--- src/rtl/srt_pkg.sv ---
package srt_pkg;

   // Write behaviour selected by byte address bits 3:2
   typedef enum logic [1:0] {
      OP_PLAIN = 2'd0,
      OP_SET   = 2'd1,
      OP_CLR   = 2'd2,
      OP_TOG   = 2'd3
   } srt_op_e;

   // Access size code: 0 = 1 byte, 1 = 2 bytes, 2 = 4 bytes, 3 = 8 bytes
   localparam logic [1:0] SIZE_WORD = 2'b10;

   // Address bits consumed inside one slot
   localparam int SLOT_BITS = 4;

endpackage

--- src/rtl/srt_decode.sv ---
module srt_decode
   import srt_pkg::*;
#(
   parameter int ADDR_W   = 12,
   parameter int NUM_REGS = 8,
   localparam int IDX_W   = ADDR_W - SLOT_BITS
) (
   input  logic [ADDR_W-1:0] addr,
   input  logic [1:0]        size,
   input  logic              wr,
   input  logic              rd,
   output logic [IDX_W-1:0]  idx,
   output srt_op_e           op,
   output logic              wr_go,
   output logic              rd_go,
   output logic              bad
);

   localparam logic [IDX_W-1:0] LAST_IDX = IDX_W'(NUM_REGS - 1);

   logic aligned;
   logic is_word;
   logic in_range;
   logic legal;

   always_comb begin
      idx      = addr[ADDR_W-1:SLOT_BITS];
      op       = srt_op_e'(addr[3:2]);
      aligned  = (addr[1:0] == 2'b00);
      is_word  = (size == SIZE_WORD);
      in_range = (idx <= LAST_IDX);
      legal    = aligned && is_word && in_range;
      wr_go    = wr && legal;
      rd_go    = rd && legal;
      bad      = (wr || rd) && !legal;
   end

endmodule

--- src/rtl/srt_cell.sv ---
module srt_cell
   import srt_pkg::*;
#(
   parameter int DATA_W      = 32,
   parameter bit ASYNC_RESET = 1'b1
) (
   input  logic              clk,
   input  logic              rst_n,
   input  logic              upd,
   input  srt_op_e           op,
   input  logic [DATA_W-1:0] mask,
   output logic [DATA_W-1:0] q
);

   logic [DATA_W-1:0] nxt;

   always_comb begin
      unique case (op)
         OP_PLAIN: nxt = mask;
         OP_SET:   nxt = q | mask;
         OP_CLR:   nxt = q & ~mask;
         OP_TOG:   nxt = q ^ mask;
         default:  nxt = q;
      endcase
   end

   if (ASYNC_RESET) begin : g_async
      always_ff @(posedge clk or negedge rst_n) begin
         if (!rst_n)   q <= '0;
         else if (upd) q <= nxt;
      end
   end else begin : g_sync
      always_ff @(posedge clk) begin
         if (!rst_n)   q <= '0;
         else if (upd) q <= nxt;
      end
   end

endmodule

--- src/rtl/srt_rdmux.sv ---
module srt_rdmux #(
   parameter int DATA_W   = 32,
   parameter int NUM_REGS = 8,
   parameter int IDX_W    = 8
) (
   input  logic [NUM_REGS-1:0][DATA_W-1:0] words,
   input  logic [IDX_W-1:0]                idx,
   input  logic                            rd_go,
   output logic [DATA_W-1:0]               dout
);

   logic [NUM_REGS-1:0] hit;

   for (genvar i = 0; i < NUM_REGS; i++) begin : g_hit
      assign hit[i] = rd_go && (idx == IDX_W'(i));
   end

   // AND-OR selection: zero when nothing is selected
   always_comb begin
      dout = '0;
      for (int i = 0; i < NUM_REGS; i++) begin
         dout = dout | (words[i] & {DATA_W{hit[i]}});
      end
   end

endmodule

--- src/rtl/atomic_reg_bank.sv ---
module atomic_reg_bank
   import srt_pkg::*;
#(
   parameter int DATA_W      = 32,
   parameter int NUM_REGS    = 8,
   parameter int ADDR_W      = 12,
   parameter bit ASYNC_RESET = 1'b1
) (
   input  logic              clk,
   input  logic              rst_n,
   input  logic [ADDR_W-1:0] req_addr,
   input  logic [1:0]        req_size,
   input  logic              req_wr,
   input  logic [DATA_W-1:0] req_wdata,
   input  logic              req_rd,
   output logic [DATA_W-1:0] rsp_rdata,
   output logic              rsp_err
);

   localparam int IDX_W = ADDR_W - SLOT_BITS;

   // Elaboration-time parameter checks
   if (NUM_REGS < 1) begin : g_bad_num
      $error("atomic_reg_bank: NUM_REGS must be at least 1");
   end
   if (DATA_W < 1) begin : g_bad_data
      $error("atomic_reg_bank: DATA_W must be at least 1");
   end
   if (IDX_W < 1 || NUM_REGS > (1 << IDX_W)) begin : g_bad_addr
      $error("atomic_reg_bank: ADDR_W too small for NUM_REGS slots");
   end

   logic [IDX_W-1:0]                idx;
   srt_op_e                         op;
   logic                            wr_go;
   logic                            rd_go;
   logic                            bad;
   logic [NUM_REGS-1:0][DATA_W-1:0] words;
   logic [DATA_W-1:0]               rd_next;

   srt_decode #(
      .ADDR_W  (ADDR_W),
      .NUM_REGS(NUM_REGS)
   ) i_decode (
      .addr (req_addr),
      .size (req_size),
      .wr   (req_wr),
      .rd   (req_rd),
      .idx  (idx),
      .op   (op),
      .wr_go(wr_go),
      .rd_go(rd_go),
      .bad  (bad)
   );

   for (genvar i = 0; i < NUM_REGS; i++) begin : g_word
      logic upd;
      assign upd = wr_go && (idx == IDX_W'(i));
      srt_cell #(
         .DATA_W     (DATA_W),
         .ASYNC_RESET(ASYNC_RESET)
      ) i_cell (
         .clk  (clk),
         .rst_n(rst_n),
         .upd  (upd),
         .op   (op),
         .mask (req_wdata),
         .q    (words[i])
      );
   end

   srt_rdmux #(
      .DATA_W  (DATA_W),
      .NUM_REGS(NUM_REGS),
      .IDX_W   (IDX_W)
   ) i_rdmux (
      .words(words),
      .idx  (idx),
      .rd_go(rd_go),
      .dout (rd_next)
   );

   if (ASYNC_RESET) begin : g_out_async
      always_ff @(posedge clk or negedge rst_n) begin
         if (!rst_n) begin
            rsp_rdata <= '0;
            rsp_err   <= 1'b0;
         end else begin
            rsp_rdata <= rd_next;
            rsp_err   <= bad;
         end
      end
   end else begin : g_out_sync
      always_ff @(posedge clk) begin
         if (!rst_n) begin
            rsp_rdata <= '0;
            rsp_err   <= 1'b0;
         end else begin
            rsp_rdata <= rd_next;
            rsp_err   <= bad;
         end
      end
   end

endmodule

--- config.mk ---
export PLATFORM = sky130hd
export DESIGN_NAME = atomic_reg_bank
export DESIGN_NICKNAME = d
export VERILOG_FILES = /design/src/rtl/srt_pkg.sv /design/src/rtl/srt_decode.sv /design/src/rtl/srt_cell.sv /design/src/rtl/srt_rdmux.sv /design/src/rtl/atomic_reg_bank.sv
export SDC_FILE = /design/constraint.sdc
export NUM_CORES = 1
export LEC_CHECK = 0
export ABC_AREA = 0
export BUFFER_PORTS_ARGS = -buffer_cell sky130_fd_sc_hd__buf_2
export CAP_MARGIN = 20
export CORE_ASPECT_RATIO = 0.9
export CORE_MARGIN = 8
export CORE_UTILIZATION = 50
export CTS_CLUSTER_DIAMETER = 60
export DETAILED_ROUTE_END_ITERATION = 10
export GPL_TIMING_DRIVEN = 0
export PLACE_DENSITY = 0.69
export SYNTH_ARGS = -nofsm -noshare
export SYNTH_HDL_FRONTEND = slang
export SYNTH_HIERARCHICAL = 1
export SYNTH_SLANG_ARGS = --single-unit
--- constraint.sdc ---
create_clock -name clk -period 1.1 [get_ports clk]
set_input_delay 0.22 -clock clk [delete_from_list [all_inputs] [get_ports clk]]
set_output_delay 0.22 -clock clk [all_outputs]
set_load 0.005 [all_outputs]
=== Yosys cells after proc, flatten, opt, wreduce, memory -nomap -nowiden ===
Index checks and enable logic that the tools add are counted.

* Reduce and logical (&&, ||, !) cells: 26
* Equal/unequal tests: 11
* Magnitude comparators: 1
* Bitwise logic cells: 40
* Multiplexer cells: 8

{| class="wikitable"
|+ Operator list
! cell !! count
|-
| 32-bit case mux with 4 select lines || 8
|-
| 32-bit bitwise AND || 16
|-
| 32-bit bitwise OR || 15
|-
| 32-bit XOR || 8
|-
| 8-bit by 3-bit equality test with 1-bit output (second input constant) || 4
|-
| 32-bit inverter || 1
|-
| 1-bit logical AND || 21
|-
| 8-bit by 2-bit equality test with 1-bit output (second input constant) || 2
|-
| 8-bit by 1-bit equality test with 1-bit output (second input constant) || 1
|-
| 8-bit by 3-bit <= comparator with 1-bit output (second input constant) || 1
|-
| 8-bit logical NOT || 1
|-
| 2-bit equality test (second input constant) || 3
|-
| 2-bit logical NOT || 2
|-
| 2-bit by 1-bit equality test with 1-bit output (second input constant) || 1
|-
| 1-bit logical NOT || 1
|-
| 1-bit logical OR || 1
|}

* Register bits after elaboration: 289
* Input bits: 50
* Output and inout bits: 33
* Logic and storage cells: 96

=== Longest topological paths before layout ===
* Depth in word-level cells: 13
* Mapped depth: 10
* Depth with buffers taken out: 7

=== Hierarchy ===
Netlist, hierarchy kept.

{| class="wikitable"
|+ By module, submodules not included
! module !! seq. area each (um^2) !! area an instance (um^2) !! cells each !! times used
|-
| srt_cell (g_word[1].i_cell ...) || 800.8 || 3,330.7 || 311 || 7
|-
| srt_cell (g_word[0].i_cell) || 800.8 || 3,299.4 || 311 || 1
|-
| srt_rdmux || 0.0 || 2,215.9 || 260 || 1
|-
| atomic_reg_bank || 825.8 || 923.4 || 48 || 1
|-
| srt_decode || 0.0 || 131.4 || 18 || 1
|}

=== Worst setup path before layout ===
Ideal clock, no wire load.

* Kind: input to register
* Start: in req_addr[9]
* End: reg g_word[0].i_cell.q[28]
* Path slack: -1.423 ns
* Stages: 10
* Arrival time: 2.437 ns
* Setup time: 0.086 ns
* Data required time: 1.014 ns
* Path buffers: 3
* Cell sequence: or4b_4 nor4_1 or3b_2 nor4_1 buf_6 nor2b_4 buf_6 buf_12 o211ai_2 o221ai_2

* Cells in the longest elaborated chain, start to end: 4
* Elaborated cells between the ends (all ways): 5
* Classes of those cells: order compare (1); reduce/logical (4)

{| class="wikitable"
|+ Ends and longest elaborated chain
! element !! line !! RTL
|-
| start: declaration || atomic_reg_bank.sv:11 || <nowiki>input logic [ADDR_W-1:0] req_addr,</nowiki>
|-
| 8-bit by 3-bit <= comparator with 1-bit output || srt_decode.sv:31 || <nowiki>in_range = (idx <= LAST_IDX);</nowiki>
|-
| 1-bit logical AND || srt_decode.sv:32 || <nowiki>legal = aligned && is_word && in_range;</nowiki>
|-
| 1-bit logical AND || srt_decode.sv:33 || <nowiki>wr_go = wr && legal;</nowiki>
|-
| via wr_go || atomic_reg_bank.sv:35 || <nowiki>logic wr_go;</nowiki>
|-
| 1-bit logical AND || atomic_reg_bank.sv:58 || <nowiki>assign upd = wr_go && (idx == IDX_W'(i));</nowiki>
|-
| via g_word[0].upd || atomic_reg_bank.sv:57 || <nowiki>logic upd;</nowiki>
|-
| end signal: assignment || srt_cell.sv:30 || <nowiki>else if (upd) q <= nxt;</nowiki>
|-
| end: declaration || srt_cell.sv:12 || <nowiki>output logic [DATA_W-1:0] q</nowiki>
|}

The timed path passes the listed nets, and every way through them passes these cells.
A chain may end at the register's enable or synchronous reset.

=== Worst setup path after layout ===
* Start: in req_addr[9]
* End: reg g_word[0].i_cell.q[31]

The elaborated chain is that of the path after synthesis.

==> flow_summary.json <==
{
  "dp_hpwl_um": 69600,
  "drt_pass1_iterations": 5,
  "grt_pass1_vias": 25100,
  "ant_nets": 0,
  "core-area_um2": 59500,
  "grt.overflow.total": 0,
  "hold_slack_ns": -0.441,
  "synth_nets": 3376,
  "fin_crit_ns": 2.36,
  "drt_iter0_drc": 1723,
  "design.die.area_um2": 67900,
  "nFillCells": 4742,
  "topRoutingLayerUsed": "met5",
  "fin_util_pct": 58.8,
  "cts_root_buf": "clkbuf_16",
  "fmax_mhz": 423,
  "cts_buffer_depth": 3,
  "via_count": 23400,
  "wl_per_cell_um": 24.7,
  "grt.total_usage_pct": 27.0,
  "failed_checks": "negative hold slack, negative setup slack",
  "slew_headroom_pct": 47.7,
  "viasPerCell": 6.11,
  "setup_ws_ns": -1.26,
  "h-tree-depth": 2,
  "clock_sinks": 289,
  "tightestPinTransition_ns": 0.777,
  "ys_ff_latch": 289,
  "p_leak_uw": 0.0167,
  "avgSynthCellArea_um2": 10.6,
  "synth_area_leaders": "dfrtp_1 24%, ha_1 21%, mux2i_1 12%, o221ai_2 11%, o211ai_2 8.9%",
  "worstSetupPathType": "in2reg",
  "yosys_warnings": 6,
  "skew_ns": 0.0393,
  "outcome": "finished with violations",
  "grt_pass1_wl_um": 144000,
  "grt_max_degree": 86,
  "dp.cells": 3677,
  "ys_types": 33,
  "fin_nets": 3567,
  "cts_tree": "yes",
  "hp-class": "in2async",
  "cts.reportedPaths.clkPinSlew_ns": 0.06,
  "slew_violations": 0,
  "setup_viol": 322,
  "die_w_um": 274,
  "gp_congestion": 0.890,
  "die_y_um": 248,
  "io_pins": 83,
  "cp-end-kind": "flip-flop",
  "power_density_nw_per_um2": 834,
  "drcViolationCount": 0,
  "wl_met1_um": 41600,
  "maxCapViolations": 0,
  "wl_met2_um": 42700,
  "synth_top_cell_area_share_pct": 24.2,
  "rows": 85,
  "ys_seq_area_share_pct": 24.2,
  "hold_viol_final": 124,
  "cp-start-kind": "input pin",
  "numCtsBuffers": 40,
  "fin_cells": 3826,
  "route.met3.wl_um": 7240,
  "cp_max_fo": 5,
  "synthCells": 2814,
  "start_util_pct": 50.3,
  "areaGrowthSynthToFinish_pct": 16.9,
  "rsz0062_at_grt": "yes",
  "routed_wl_um": 94600,
  "portBuffers": 77,
  "drive_above_1_share_pct": 31.9,
  "arrival_ns": 2.85,
  "antenna_found_initial": 11,
  "required_ns": 1.59,
  "syn_area_um2": 29900,
  "synth_top_area_cell": "dfrtp_1",
  "peakVddDrop_uv": 884,
  "period_share_pct": 215,
  "clk_latency_ns": 0.59
}
[cells in the final DEF (no fill, tap or decap), drive strengths merged, types with 3 or more instances in the layout]
cell type	Yosys	layout
nor2b	9	9
nand2	239	239
bufinv	0	5
mux2i	347	347
a22o	32	32
mux2	64	64
nand2b	3	3
clkbuf	16	86
o221ai	229	229
a21o	27	27
inv	514	516
nor4	5	5
dfrtp	289	289
o22ai	59	59
o211ai	229	229
nor3	38	38
diode	0	7
buf	193	324
clkinv	0	9
ha	512	512
[final timing paths]
kind / start / end / slack (ns) / cells after the start
max: req_addr[9] / g_word[0].i_cell/q[31] / -1.26 / 12
min: rst_n / g_word[1].i_cell/q[15] / -0.44 / 1
max reg2reg: g_word[0].i_cell/q[0] / rsp_rdata[0] / -0.28 / 3
min reg2reg: g_word[1].i_cell/q[7] / g_word[1].i_cell/q[7] / 0.64 / 2
max in group asynchronous: rst_n / g_word[5].i_cell/q[24] / 0.18 / 4
min in group clk: req_rd / rsp_err / 0.15 / 2
[cell families (layout without fill, tap and decap cells)]
logic type | after synthesis | in the layout | synth area share [%]
buffers and inverters | 723 | 945 | 12.5
AO/OA/AOI/OAI | 577 | 577 | 23.4
adder cells (fa/ha/maj) | 512 | 512 | 21.4
multiplexers | 411 | 411 | 14.0
AND/OR/NAND/NOR | 302 | 302 | 4.47
flip-flops | 289 | 289 | 24.2
other | 0 | 7 | 0
[synthesized netlist by cell type]
| cell type | n |
|---|---|
| mux2_2 | 64 |
| or3b_2 | 1 |
| clkbuf_1 | 16 |
| nand2_2 | 7 |
| or3_1 | 1 |
| nand2_1 | 232 |
| nand2b_1 | 3 |
| mux2i_1 | 347 |
| o211ai_2 | 213 |
| buf_6 | 52 |
| nor2b_1 | 1 |
| o221ai_2 | 213 |
| dfrtp_1 | 289 |
| or4_4 | 1 |
| ha_1 | 512 |
| nand3b_1 | 2 |
| buf_2 | 79 |
| buf_12 | 23 |
| or2_2 | 1 |
| inv_1 | 514 |
| nor3_1 | 38 |
| o22ai_1 | 59 |
| nor4_1 | 5 |
| nor2_1 | 1 |
| nor2b_4 | 8 |
| a21o_1 | 27 |
| o211ai_1 | 16 |
| buf_8 | 1 |
| buf_4 | 38 |
| o221ai_1 | 16 |
| o32a_1 | 1 |
| a22o_1 | 32 |
| or4b_4 | 1 |
[flip-flops by register name (all words and copies together) (netlist names)]
register,count
rsp_err,1
rsp_rdata,32
g_word.i_cell/q,256
[what timing repair did]
item | 4_1_cts | 5_1_grt
gates resized for setup | 85 | 90
buffers inserted | 41 | 11
pin swaps | 9 | 11
endpoints found under the setup margin | 406 | 407
cloned | 12 | 13
endpoints found under the hold margin | 59 | 94
[report_power, final]
part	internal (uW)	switching, uW	total [uW]	leakage [uW]
Combinational	1320	2890	4210	0.0134
Clock	8640	5660	14300	0.000690
Sequential	10600	3.48	10600	0.00270
Total	20600	8560	29100	0.0167
[critical path, cell delays in order]
cell and delay (ns):
buf_6 0.09, or4b_4 0.55, nor4_4 0.39, or3b_4 0.49
nor4_4 0.22, buf_6 0.16, nor2b_4 0.13, buf_6 0.15
buf_12 0.13, clkbuf_16 0.15, o211ai_2 0.09, o221ai_2 0.08
[per-layer routing]
metal,up-vias,global-route usage [%]
met5,-,0
met4,4,9.78
met3,204,5.24
met1,11900,36.6
li1,10400,-
met2,828,42.6
[final cells by class]
type	count	area, um2	share of cell area (%)
sequential	289	7230	20.7
buffer	206	2130	6.10
multi-input combinational	1802	19600	56.0
timing repair buffer	152	1660	4.76
clock buffer	55	1160	3.32
inverter	514	1930	5.52
antenna	7	17.5	0.0501
tap	783	980	2.80
clock inverter	18	264	0.756
[stage by stage]
stage               hold WS, ns  cell area [um2]  TNS (ns)  total power, uW  worst slack, ns
floorplan               -0.0756            30200   -298.87            13300            -1.25
global placement          0.605            31500  -2396.66            14500            -6.59
detailed placement        0.205            31600   -605.51            14900            -1.95
CTS                      -0.401            34200   -316.28            29300            -1.18
global route             -0.429            34900   -320.10            30100            -1.27
finish                   -0.441            34900   -315.66            29100            -1.26
(Power assumes the default switching activity.)
